File: config.mk
export PLATFORM = sky130hd
export DESIGN_NAME = talker_readout
export DESIGN_NICKNAME = d
export VERILOG_FILES = /design/src/rtl/talker_pkg.sv /design/src/rtl/talker_settle.sv /design/src/rtl/talker_addr.sv /design/src/rtl/talker_readout.sv
export SDC_FILE = /design/constraint.sdc
export NUM_CORES = 1
export LEC_CHECK = 0
export ABC_AREA = 1
export BUFFER_PORTS_ARGS = -buffer_cell sky130_fd_sc_hd__clkbuf_2
export CAP_MARGIN = 20
export CORE_AREA = 2 2 95 61
export DETAILED_ROUTE_END_ITERATION = 16
export DIE_AREA = 0 0 97 63
export PLACE_DENSITY = 0.52
export SLEW_MARGIN = 15
export SYNTH_ARGS = -nofsm -noshare
export SYNTH_HDL_FRONTEND = slang
export SYNTH_SLANG_ARGS = --single-unit
File: constraint.sdc
create_clock -name clk -period 1.9 [get_ports clk]
set_input_delay 0.38 -clock clk [delete_from_list [all_inputs] [get_ports clk]]
set_output_delay 0.38 -clock clk [all_outputs]
set_load 0.03 [all_outputs]
File: src/rtl/talker_pkg.sv
package talker_pkg;

    typedef enum logic [2:0] {
        ST_IDLE   = 3'd0,
        ST_SETTLE = 3'd1,
        ST_VALID  = 3'd2,
        ST_HOLD   = 3'd3,
        ST_UNTALK = 3'd4
    } tk_state_e;

    typedef struct packed {
        tk_state_e state;
    } tk_regs_t;

endpackage

File: src/rtl/talker_settle.sv
module talker_settle #(
    parameter int SETTLE_CYC = 2
) (
    input  logic clk,
    input  logic rst_n,
    input  logic run,
    output logic done
);

    generate
        if (SETTLE_CYC == 0) begin : g_none
            assign done = run;
        end else begin : g_count
            localparam int CW = $clog2(SETTLE_CYC + 1);
            localparam logic [CW-1:0] LIMIT = CW'(SETTLE_CYC);

            logic [CW-1:0] cnt_d, cnt_q;

            always_comb begin
                cnt_d = cnt_q;
                if (!run) begin
                    cnt_d = '0;
                end else if (cnt_q != LIMIT) begin
                    cnt_d = cnt_q + 1'b1;
                end
            end

            always_ff @(posedge clk or negedge rst_n) begin
                if (!rst_n) begin
                    cnt_q <= '0;
                end else begin
                    cnt_q <= cnt_d;
                end
            end

            assign done = run && (cnt_q == LIMIT);


            settle_restart_chk: assert property (@(posedge clk) disable iff (!rst_n)
                !run |=> !done);
        end
    endgenerate

endmodule

File: src/rtl/talker_addr.sv
module talker_addr #(
    parameter int REC_BYTES = 16384,
    parameter int ADDR_W    = $clog2(REC_BYTES)
) (
    input  logic              clk,
    input  logic              rst_n,
    input  logic              clear,
    input  logic              step,
    output logic [ADDR_W-1:0] addr,
    output logic              last
);

    localparam logic [ADDR_W-1:0] LAST_ADDR = ADDR_W'(REC_BYTES - 1);

    logic [ADDR_W-1:0] addr_d, addr_q, addr_inc;

    generate
        if (REC_BYTES == (1 << ADDR_W)) begin : g_pow2
            assign addr_inc = addr_q + 1'b1;
        end else begin : g_mod
            assign addr_inc = (addr_q == LAST_ADDR) ? '0 : addr_q + 1'b1;
        end
    endgenerate

    always_comb begin
        addr_d = addr_q;
        if (clear) begin
            addr_d = '0;
        end else if (step) begin
            addr_d = addr_inc;
        end
    end

    always_ff @(posedge clk or negedge rst_n) begin
        if (!rst_n) begin
            addr_q <= '0;
        end else begin
            addr_q <= addr_d;
        end
    end

    assign addr = addr_q;
    assign last = (addr_q == LAST_ADDR);


    addr_wrap_chk: assert property (@(posedge clk) disable iff (!rst_n)
        (step && !clear && last) |=> (addr == '0));

endmodule

File: src/rtl/talker_readout.sv
module talker_readout #(
    parameter int REC_BYTES  = 16384,
    parameter int SETTLE_CYC = 2,
    parameter int DW         = 8,
    parameter int ADDR_W     = $clog2(REC_BYTES)
) (
    input  logic              clk,
    input  logic              rst_n,
    input  logic              talk_en_n,
    input  logic              xfer_go,
    input  logic              lsn_not_ready,
    input  logic              lsn_not_accepted,
    input  logic [DW-1:0]     mem_rdata,
    output logic [ADDR_W-1:0] mem_addr,
    output logic              mem_oe,
    output logic [DW-1:0]     bus_data,
    output logic              bus_data_oe,
    output logic              dav_pull,
    output logic              untalk_pulse,
    output logic              rdy
);

    import talker_pkg::*;

    tk_regs_t r_d, r_q;

    logic talker;
    logic settle_done;
    logic addr_last;
    logic addr_clear;
    logic addr_step;

    assign talker = !talk_en_n;

    talker_settle #(
        .SETTLE_CYC (SETTLE_CYC)
    ) u_settle (
        .clk   (clk),
        .rst_n (rst_n),
        .run   (r_q.state == ST_SETTLE),
        .done  (settle_done)
    );

    talker_addr #(
        .REC_BYTES (REC_BYTES),
        .ADDR_W    (ADDR_W)
    ) u_addr (
        .clk   (clk),
        .rst_n (rst_n),
        .clear (addr_clear),
        .step  (addr_step),
        .addr  (mem_addr),
        .last  (addr_last)
    );

    always_comb begin
        r_d        = r_q;
        addr_clear = 1'b0;
        addr_step  = 1'b0;
        unique case (r_q.state)
            ST_IDLE: begin
                if (xfer_go && talker) begin
                    r_d.state  = ST_SETTLE;
                    addr_clear = 1'b1;
                end
            end
            ST_SETTLE: begin
                if (!talker) begin
                    r_d.state = ST_HOLD;
                end else if (settle_done && !lsn_not_ready) begin
                    r_d.state = ST_VALID;
                end
            end
            ST_VALID: begin
                if (!talker) begin
                    r_d.state = ST_HOLD;
                end else if (!lsn_not_accepted) begin
                    addr_step = 1'b1;
                    r_d.state = addr_last ? ST_UNTALK : ST_SETTLE;
                end
            end
            ST_HOLD: begin
                if (talker) begin
                    r_d.state = ST_SETTLE;
                end
            end
            ST_UNTALK: begin
                r_d.state = ST_IDLE;
            end
            default: begin
                r_d.state = ST_IDLE;
            end
        endcase
    end

    always_ff @(posedge clk or negedge rst_n) begin
        if (!rst_n) begin
            r_q.state <= ST_IDLE;
        end else begin
            r_q <= r_d;
        end
    end

    assign rdy          = (r_q.state == ST_IDLE);
    assign mem_oe       = (r_q.state != ST_IDLE);
    assign dav_pull     = (r_q.state == ST_VALID);
    assign untalk_pulse = (r_q.state == ST_UNTALK);
    assign bus_data_oe  = talker && mem_oe;
    assign bus_data     = bus_data_oe ? mem_rdata : '0;


    dav_drop_on_untalk_chk: assert property (@(posedge clk) disable iff (!rst_n)
        talk_en_n |=> !dav_pull);


    dav_wait_ready_chk: assert property (@(posedge clk) disable iff (!rst_n)
        (r_q.state == ST_SETTLE && lsn_not_ready) |=> !dav_pull);


    dav_wait_settle_chk: assert property (@(posedge clk) disable iff (!rst_n)
        (r_q.state == ST_SETTLE && !settle_done) |=> !dav_pull);


    dav_hold_chk: assert property (@(posedge clk) disable iff (!rst_n)
        (dav_pull && lsn_not_accepted && !talk_en_n) |=> dav_pull);


    addr_hold_chk: assert property (@(posedge clk) disable iff (!rst_n)
        (!rdy && !(dav_pull && !lsn_not_accepted && !talk_en_n)) |=> $stable(mem_addr));


    untalk_single_chk: assert property (@(posedge clk) disable iff (!rst_n)
        untalk_pulse |=> (!untalk_pulse && rdy));


    drive_gate_chk: assert property (@(posedge clk) disable iff (!rst_n)
        bus_data_oe |-> (!talk_en_n && !rdy));

endmodule

## Word-level counts from Yosys, hierarchy flattened

Index checks and enable logic that the tools add are counted.

- Input port bits: 14
- Register bits after elaboration: 19
- Output and inout bits: 27
- Word-level logic and storage cells: 45

- Add/sub/neg operators: 2
- Equality and inequality tests: 12
- Muxes and demuxes: 18
- Reductions and logical operators: 10

Operator list:

| operator | count |
|---|---|
| $mux W14 | 2 |
| $mux W3 | 7 |
| $add A14 B1 Y14 const B | 1 |
| $eq A14 B14 Y1 const B | 1 |
| $pmux W3 S4 | 1 |
| $mux W8 | 1 |
| $eq A3 B2 Y1 const B | 2 |
| $ne A2 B2 Y1 const B | 3 |
| $ne A3 B3 Y1 const B | 2 |
| $mux W1 | 5 |
| $logic_and A1 B1 Y1 | 4 |
| $mux W2 | 2 |
| $reduce_and A4 Y1 | 1 |
| $eq A3 B1 Y1 const B | 1 |
| $eq A3 B3 Y1 const B | 1 |
| $logic_not A3 Y1 | 1 |
| $reduce_bool A3 Y1 | 1 |
| $add A2 B1 Y2 const B | 1 |
| $eq A2 B2 Y1 const B | 1 |
| $logic_not A1 Y1 | 2 |
| $ne A2 B1 Y1 const B | 1 |
| $reduce_bool A2 Y1 | 1 |

## Depth between registers and ports, before layout

Gate-level depths: netlist (run 1).

- Depth in word-level cells: 6
- Gate-level depth with buffers: 9

## Cells and area by module

A second synthesis (run 1) with hierarchy kept.

- Cells, all modules: 184
- Area, all modules: 1286.2 µm²

Modules (own cells, without submodules):

| module | area each (µm²) | instances | cells an instance | seq. area each (µm²) |
|---|---|---|---|---|
| talker_addr | 817.0 | 1 | 104 | 350.3 |
| talker_readout | 360.3 | 1 | 66 | 75.1 |
| talker_settle | 108.9 | 1 | 14 | 50.0 |

## Worst setup path after synthesis (run 1)

No wires, ideal clock.

- Kind: reg2out
- Start: reg r_q[2] in the netlist's numbering
- End: out bus_data[0]
- Arrival time: 1967 ps
- Setup slack: -447 ps
- Cell stages (with the launch flop): 7
- Path buffers: 0
- Cells stage by stage: dfrtp_1 -> inv_2 -> nand2_1 -> inv_1 -> nor2_2 -> inv_2 -> nor2_1

- Longest elaborated chain between the ends: 3

Ends and longest elaborated chain:

| element | line | RTL |
|---|---|---|
| start: declaration | talker_readout.sv:25 | `tk_regs_t r_d, r_q;` |
| start signal: assignment | talker_readout.sv:100 | `r_q <= r_d;` |
| $reduce_bool A3 Y1 | talker_readout.sv:105 | `assign mem_oe = (r_q.state != ST_IDLE);` |
| via mem_oe | talker_readout.sv:15 | `output logic mem_oe,` |
| $logic_and A1 B1 Y1 | talker_readout.sv:108 | `assign bus_data_oe = talker && mem_oe;` |
| via bus_data_oe | talker_readout.sv:17 | `output logic bus_data_oe,` |
| $mux W8 | talker_readout.sv:109 | `assign bus_data = bus_data_oe ? mem_rdata : '0;` |
| end: declaration | talker_readout.sv:16 | `output logic [DW-1:0] bus_data,` |

The timed path passes the listed nets, and every way through them passes these cells.

## Worst setup path in the final report (run 1)

- Start: reg r_q[0] in the netlist's numbering
- End: out bus_data[6]

- Longest elaborated chain between the ends: 3

Ends and longest elaborated chain:

| element | line |
|---|---|
| $reduce_bool A3 Y1 | talker_readout.sv:105 |
| $logic_and A1 B1 Y1 | talker_readout.sv:108 |
| $mux W8 | talker_readout.sv:109 |

No other way between the ends.

==> results of run 1 <==
[flip-flops by register name, summed over array words and instances (netlist names)]
name and cells:
u_addr.addr 14, r_q 3, u_settle.g_count.cnt_q 2
[what timing repair did]
item / in CTS / in global routing
gates resized for setup: 2 / 11
endpoints found under the setup margin: 8 / 8
cloned: 0 / 0
[cells in the mapped netlist]
master	count
a21oi_1	5
a22o_1	1
a31oi_1	2
buf_4	1
dfrtp_1	19
ha_1	2
inv_1	32
inv_2	4
nand2_1	51
nand2_2	2
nand2_4	2
nand3_1	7
nand3_2	2
nand4_1	12
nor2_1	31
nor2_2	3
nor2_4	2
nor2_8	1
nor3_1	3
o211ai_1	1
o21a_1	1
o21ai_0	7
o21ai_1	1
o21bai_1	2
xor2_1	1
[metal layers]
metal | vias to the layer above | part of all wire [%]
met2 | 24 | 40
met3 | 2 | 2.9
li1 | 714 | -
met5 | - | 0
met4 | 0 | 0.55
met1 | 597 | 57
[cell families (layout without fill, tap and decap cells)]
family	after synthesis	count (layout)	share of synthesized area (%)
flops	19	19	36.1
buf+inv	37	83	10.8
fa+ha+maj	2	2	1.90
simple gates	116	116	41.7
xor+xnor	1	1	0.665
compound gates	20	20	8.83
[power breakdown]
part / switching (mW) / internal (mW)
Sequential: 0.114 / 0.489
Combinational: 0.692 / 0.293
Clock: 0.149 / 0.150
Total: 0.955 / 0.931
[per-stage QoR]
| stage | instances | hold WS (ns) |
|---|---|---|
| 2_1_floorplan | 195 | 0.0844 |
| 3_3_place_gp | 306 | 0.381 |
| 3_5_place_dp | 306 | 0.381 |
| 4_1_cts | 310 | 0.0945 |
| 5_1_grt | 310 | 0.112 |
| 6_report | 310 | 0.0762 |
[worst paths after layout]
path | to | start | cells past startpoint | slack (ns)
max in group asynchronous | r_q[2] | rst_n | 1 | 1.45
worst max-delay path | bus_data[6] | r_q[0] | 7 | 0.05
min in group clk | u_settle.g_count.cnt_q[1] | u_settle.g_count.cnt_q[1] | 2 | 0.54
worst max register to register | u_addr.addr[12] | u_addr.addr[0] | 9 | 0.24
worst min register to register | u_settle.g_count.cnt_q[1] | u_settle.g_count.cnt_q[1] | 2 | 0.54
worst min-delay path | u_addr.addr[6] | rst_n | 1 | 0.08
[area by class of cell]
cell class / instances / area share, %
timing repair buffer: 43 / 12.9
multi-input combinational: 139 / 44.1
clock buffer: 4 / 2.58
inverter: 36 / 8.04
tap: 69 / 4.95
sequential: 19 / 27.4
==> impl_metrics.sql, run 1 <==
INSERT INTO impl_metrics (metric_group, metric, value, unit) VALUES
('outcome', 'outcome', 'complete, no violations', ''),
('power', 'vdd.ir_drop.worst', '0.335', 'mV'),
('clocking', 'cts_num_sinks', '19', ''),
('grt', 'grt_pass1_wl', '6230', 'um'),
('worst_hold_path', 'hold_path.class', 'in2async', ''),
('finish', 'nFillCells', '559', ''),
('sta', 'timing.slew.headroom', '65.3', '%'),
('grt', 'global_route.usage.met1', '20.0', '%'),
('route', 'drc', '0', ''),
('finish', 'multiInputGateArea', '769', 'sq um'),
('die', 'die-width', '97', 'um'),
('setup_path', 'critPathMaxFanout', '8', ''),
('setup_path', 'critPathCaptureType', 'output port', ''),
('sta', 'setup_viol', '0', ''),
('power', 'static-leakage-power', '0.890', 'nW'),
('clocking', 'post_cts_hold_buffer_count', '0', ''),
('die', 'core_area', '5280', 'sq um'),
('die', 'ios', '41', ''),
('flow_run', 'max_cap_violations', '0', ''),
('sta', 'achievable-frequency', '542', 'MHz'),
('clocking', 'cts_root_buffer', 'clkbuf_8', ''),
('grt', 'grt_util_met3', '2.68', '%'),
('die', 'core.rowCount', '21', ''),
('setup_path', 'timing.critical_path.max_delay_family', 'flip-flops', ''),
('synthesis', 'synth-warning-count', '0', ''),
('synthesis', 'postSynthRegisterBits', '19', ''),
('grt', 'first_global_vias', '1201', ''),
('sta', 'setup_slack', '0.0549', 'ns'),
('synthesis', 'post_synth_num_cell_types', '25', ''),
('die', 'die-area', '6110', 'sq um'),
('sta', 'final_layout_setup_total_negative_slack', '0', 'ns'),
('sta', 'report.final.slew_viol_count', '0', ''),
('route', 'wl_per_cell', '11.7', 'um'),
('synthesis', 'netlist_area_before_placement', '1320', 'sq um'),
('setup_path', 'crit_chain', 'nor2_2, nand2_2, inv_2, nor2_4, inv_6, nor2_4, clkbuf_4', ''),
('grt', 'met2_capacity_usage_during_global_routing', '16.8', '%'),
('sta', 'layout_min_cycle_time', '1.85', 'ns'),
('sta', 'post-route-period-util', '97.1', '%'),
('setup_path', 'critPathLaunchType', 'flop', ''),
('route', 'routed_wl', '3630', 'um'),
('clocking', 'clock_path_buffers', '2', ''),
('setup_path', 'max_stage_delay', '0.46', 'ns'),
('grt', 'grtUsageTotal', '12.5', '%'),
('placement', 'portBuffers', '40', ''),
('finish', 'utilization', '33.0', '%'),
('clocking', 'htree_num_levels', '1', ''),
('die', 'die_h', '63', 'um'),
('sta', 'tightest_slew', '0.520', 'ns'),
('placement', 'placed_cell_area', '1690', 'sq um'),
('grt', 'global_route_layer_with_the_greatest_usage', 'met1', ''),
('setup_path', 'crit_arrival', '1.47', 'ns'),
('sta', 'skew', '0.00604', 'ns'),
('finish', 'regArea', '477', 'sq um'),
('finish', 'finalInstanceArea', '1740', 'sq um'),
('route', 'drtPass1Iterations', '4', ''),
('setup_path', 'worstSetupPathType', 'reg2out', ''),
('synthesis', 'yosys.area.top_type_share', '36.1', '%'),
('clocking', 'clock_insertion_delay_worst_skew', '0.26', 'ns'),
('setup_path', 'worst_path_max_delay_cell', 'dfrtp_1', ''),
('grt', 'grt_max_degree', '20', ''),
('die', 'start_util', '24.9', '%'),
('finish', 'final_net_count', '258', ''),
('grt', 'grt_overflow_total', '0', ''),
('placement', 'post-dp-hpwl', '2830', 'um'),
('grt', 'antenna_found_initial', '0', ''),
('synthesis', 'seq_area_frac_synth', '36.1', '%'),
('route', 'routed-via-count', '1337', ''),
('synthesis', 'leading_cell_types_by_total_area_after_synthesis', 'dfrtp_1, nand2_1, inv_1, nor2_1, nand4_1', ''),
('finish', 'antenna-diode-count', '0', ''),
('clocking', 'cts_inserted_buffers', '3', ''),
('synthesis', 'syn-mean-instance-area', '6.76', 'sq um');
Power figures use the tool's default switching activity.
==> run 2, diff against run 1 <==
--- a/config.mk
+++ b/config.mk
@@ -5,13 +5,12 @@
 export SDC_FILE = /design/constraint.sdc
 export NUM_CORES = 1
 export LEC_CHECK = 0
-export ABC_AREA = 1
 export BUFFER_PORTS_ARGS = -buffer_cell sky130_fd_sc_hd__clkbuf_2
 export CAP_MARGIN = 20
-export CORE_AREA = 2 2 95 61
+export CORE_AREA = 10 10 95 64
 export DETAILED_ROUTE_END_ITERATION = 16
-export DIE_AREA = 0 0 97 63
-export PLACE_DENSITY = 0.52
+export DIE_AREA = 0 0 105 74
+export PLACE_DENSITY = 0.53
 export SLEW_MARGIN = 15
 export SYNTH_ARGS = -nofsm -noshare
 export SYNTH_HDL_FRONTEND = slang
==> run 2 against run 1 <==
  * Combinational power fell by 44%
  * Clock skew fell by 0.0022 ns
  * Cell area fell by 10%
  * Die area rose by 27%
==> impl_metrics.sql, run 2 <==
INSERT INTO impl_metrics (metric_group, metric, value, unit) VALUES
('outcome', 'outcome', 'complete, no violations', ''),
('setup_path', 'critPathMaxFanout', '6', ''),
('sta', 'unrepaired_setup_endpoints_after_global_routing', 'yes', ''),
('route', 'route.met3.wl', '137', 'um'),
('sta', 'timing.slew.headroom', '66.4', '%'),
('setup_path', 'worst_path_max_delay_cell', 'or4b_4', ''),
('synthesis', 'synthTopCellsByCount', 'dfrtp_1, nor2_1, and2_1, a21oi_1, o21ai_0', ''),
('power', 'vdd.ir_drop.worst', '0.435', 'mV'),
('clocking', 'cts_inserted_buffers', '3', ''),
('synthesis', 'synth_top_area_cell', 'dfrtp_1', ''),
('synthesis', 'leading_cell_types_by_total_area_after_synthesis', 'dfrtp_1, and2_1, xnor2_1, nor2_1, a21oi_1', ''),
('die', 'die-area', '7770', 'sq um'),
('grt', 'antenna_found_initial', '0', ''),
('synthesis', 'share_of_the_synthesized_netlist_area_taken_by_xor_and_xnor_gates', '5.63', '%'),
('setup_path', 'worstSetupPathType', 'reg2reg', ''),
('route', 'wirelength_met1', '1600', 'um'),
('route', 'routed_wl', '3220', 'um'),
('flow_run', 'max_cap_violations', '0', ''),
('route', 'wl_per_cell', '13.6', 'um'),
('placement', 'post-dp-hpwl', '2570', 'um'),
('setup_path', 'worst-r2r-setup-slack', '0.05', 'ns'),
('synthesis', 'synth_adder_area_share', '2.30', '%'),
('die', 'ios', '41', ''),
('setup_path', 'crit_arrival', '2.04', 'ns'),
('route', 'dr.max_layer_used', 'met4', ''),
('finish', 'final_layout_size_suffix_gt1_share', '41.0', '%'),
('placement', 'portBuffers', '40', ''),
('finish', 'largest_register_ff_count', '14', ''),
('sta', 'hold_viol', '0', ''),
('clocking', 'htree_num_levels', '1', ''),
('die', 'die-width', '105', 'um'),
('finish', 'final_net_count', '190', ''),
('synthesis', 'synth.mux.area_fraction', '0.918', '%'),
('clocking', 'tritoncts_clock_tree', 'done', ''),
('sta', 'tightest_slew', '0.505', 'ns'),
('route', 'drtPass1Iterations', '4', ''),
('finish', 'antenna-diode-count', '0', ''),
('sta', 'final_layout_setup_total_negative_slack', '0', 'ns'),
('synthesis', 'syn_nets', '137', ''),
('clocking', 'clock_path_buffers', '2', ''),
('clocking', 'clkTransAtPathRegs', '0.07', 'ns'),
('synthesis', 'yosys.cell_count.top_type', 'dfrtp_1', ''),
('synthesis', 'netlist_area_before_placement', '1090', 'sq um'),
('finish', 'mostFrequentLayoutCell', 'clkbuf_2', ''),
('die', 'core.rowCount', '19', ''),
('grt', 'grt_pass1_wl', '5170', 'um'),
('synthesis', 'yosys.area.top_type_share', '43.6', '%'),
('synthesis', 'post_synth_num_cell_types', '32', ''),
('placement', 'pre_cts_slack', '-0.0805', 'ns'),
('setup_path', 'cell_depth_of_the_worst_setup_path', '4', ''),
('power', 'static-leakage-power', '0.714', 'nW'),
('setup_path', 'crit_chain', 'or4b_4, or3_4, or3_1, a21oi_1', ''),
('route', 'via_per_inst', '4.41', ''),
('synthesis', 'synth-simple-area-share', '33.2', '%'),
('synthesis', 'synth-warning-count', '0', ''),
('synthesis', 'dominant_combinational_cell_family_by_area_after_synthesis', 'simple AND/OR/NAND/NOR gates', ''),
('synthesis', 'postSynthRegisterBits', '19', ''),
('setup_path', 'timing.critical_path.max_delay_family', 'simple AND/OR/NAND/NOR gates', ''),
('placement', 'dp.cells', '232', ''),
('setup_path', 'timing.critical_path.required', '2.08', 'ns'),
('sta', 'achievable-frequency', '540', 'MHz'),
('die', 'die_h', '74', 'um'),
('synthesis', 'synth_enable_flop_cells', '0', ''),
('sta', 'post-route-period-util', '97.5', '%'),
('clocking', 'post_cts_hold_buffer_count', '0', ''),
('synthesis', 'seq_area_frac_synth', '43.6', '%'),
('synthesis', 'synth-compound-area-share', '9.87', '%'),
('grt', 'grt_max_degree', '20', ''),
('grt', 'first_global_vias', '1007', ''),
('sta', 'skew', '0.00388', 'ns'),
('route', 'drt_first_iter_violations', '75', ''),
('route', 'dr_wl_met2', '1440', 'um'),
('setup_path', 'critPathCaptureType', 'flop', ''),
('setup_path', 'timing.critical_path.buf_inv', '0', ''),
('setup_path', 'critPathLaunchType', 'flop', ''),
('finish', 'final_cell_mix', 'clkbuf_2, buf_4, dfrtp_1, nor2_1, and2_1', ''),
('die', 'start_util', '24.9', '%'),
('synthesis', 'yosys_most_used_dff', 'dfrtp_1', ''),
('finish', 'areaGrowthSynthToFinish', '43.3', '%'),
('die', 'core_area', '4370', 'sq um'),
('power', 'power_per_cell_area', '858', 'nW/um^2'),
('setup_path', 'worstRegToRegCells', '4', ''),
('route', 'drc', '0', ''),
('worst_hold_path', 'hold_path.class', 'in2async', ''),
('finish', 'instances_no_fill', '236', ''),
('synthesis', 'share_of_flip_flops_with_an_asynchronous_set_or_reset_after_synthesis', '100', '%'),
('finish', 'utilization', '35.7', '%'),
('grt', 'grt_overflow_total', '0', ''),
('clocking', 'clock_insertion_delay_worst_skew', '0.26', 'ns'),
('sta', 'setup_slack', '0.0467', 'ns'),
('route', 'routed-via-count', '1040', ''),
('placement', 'gp_congestion', '0.836', ''),
('setup_path', 'max_stage_delay', '0.55', 'ns'),
('sta', 'report.final.slew_viol_count', '0', ''),
('clocking', 'cts_num_sinks', '19', ''),
('clocking', 'cts_root_buffer', 'clkbuf_8', ''),
('sta', 'layout_min_cycle_time', '1.85', 'ns'),
('grt', 'grtUsageTotal', '8.09', '%'),
('synthesis', 'netlist_instances', '121', ''),
('sta', 'setup_viol', '0', ''),
('route', 'route.antenna.remaining_nets', '0', ''),
('synthesis', 'syn-mean-instance-area', '9.01', 'sq um');
## run 2: changes by cell type in the layout (fill, tap and decap cells not counted), sizes merged, moves of 4 or more
cell	before	now
and2	0	9
xnor2	0	6
nand2	55	7
buf	10	20
inv	36	6
nor3b	0	4
or3	0	8
nand4	12	3
nor4	0	4
nor2	37	12
## run 2: what timing repair did
action                                  in CTS  in global routing
pin swaps                                    0                  1
buffers inserted                             0                  0
gates cloned                                 0                  0
gates resized for setup                      1                 33
endpoints found under the setup margin       8                 17
## run 2: final cells by class
type / count / area, sq um
tap: 63 / 78.8
sequential: 19 / 478
timing repair buffer: 52 / 315
clock buffer: 4 / 45.0
fill: 474 / 2810
inverter: 6 / 22.5
multi-input combinational: 92 / 622
## run 2: cell families (layout without fill, tap and decap cells)
logic type,after synthesis,in the layout
buffers and inverters,10,62
muxes,1,1
adders and majority gates,2,2
AOI/OAI and AO/OA,19,19
and+or+nand+nor,63,63
DFF,19,19
xor gates and xnor gates,7,7
## run 2: per-stage QoR
| stage | area [sq um] | total power, mW | hold WS, ns |
|---|---|---|---|
| after floorplan | 1100 | 0.861 | 0.0844 |
| after global placement | 1450 | 1.03 | 0.371 |
| after detailed placement | 1450 | 1.03 | 0.381 |
| after CTS | 1490 | 1.33 | 0.0899 |
| after global routing | 1560 | 1.44 | 0.115 |
| final | 1560 | 1.34 | 0.0735 |
## run 2: worst paths after layout
kind	start	end
max	r_q[0]	u_addr.addr[13]
min	rst_n	u_settle.g_count.cnt_q[1]
max reg2reg	r_q[0]	u_addr.addr[13]
min reg2reg	u_settle.g_count.cnt_q[1]	u_settle.g_count.cnt_q[1]
max in group asynchronous	rst_n	r_q[0]
min in group clk	lsn_not_accepted	r_q[2]
## run 2: routing by layer
| metal | track usage, % | up-vias |
|---|---|---|
| met5 | 0 | - |
| met4 | 2.73 | 0 |
| met3 | 2.33 | 2 |
| met2 | 11.3 | 21 |
| met1 | 11.5 | 491 |
| li1 | - | 526 |
## run 2: power breakdown
group	switching [mW]	total (mW)	internal [mW]
registers	0.0461	0.506	0.460
logic	0.322	0.549	0.226
clock network	0.136	0.285	0.149
total	0.505	1.34	0.836
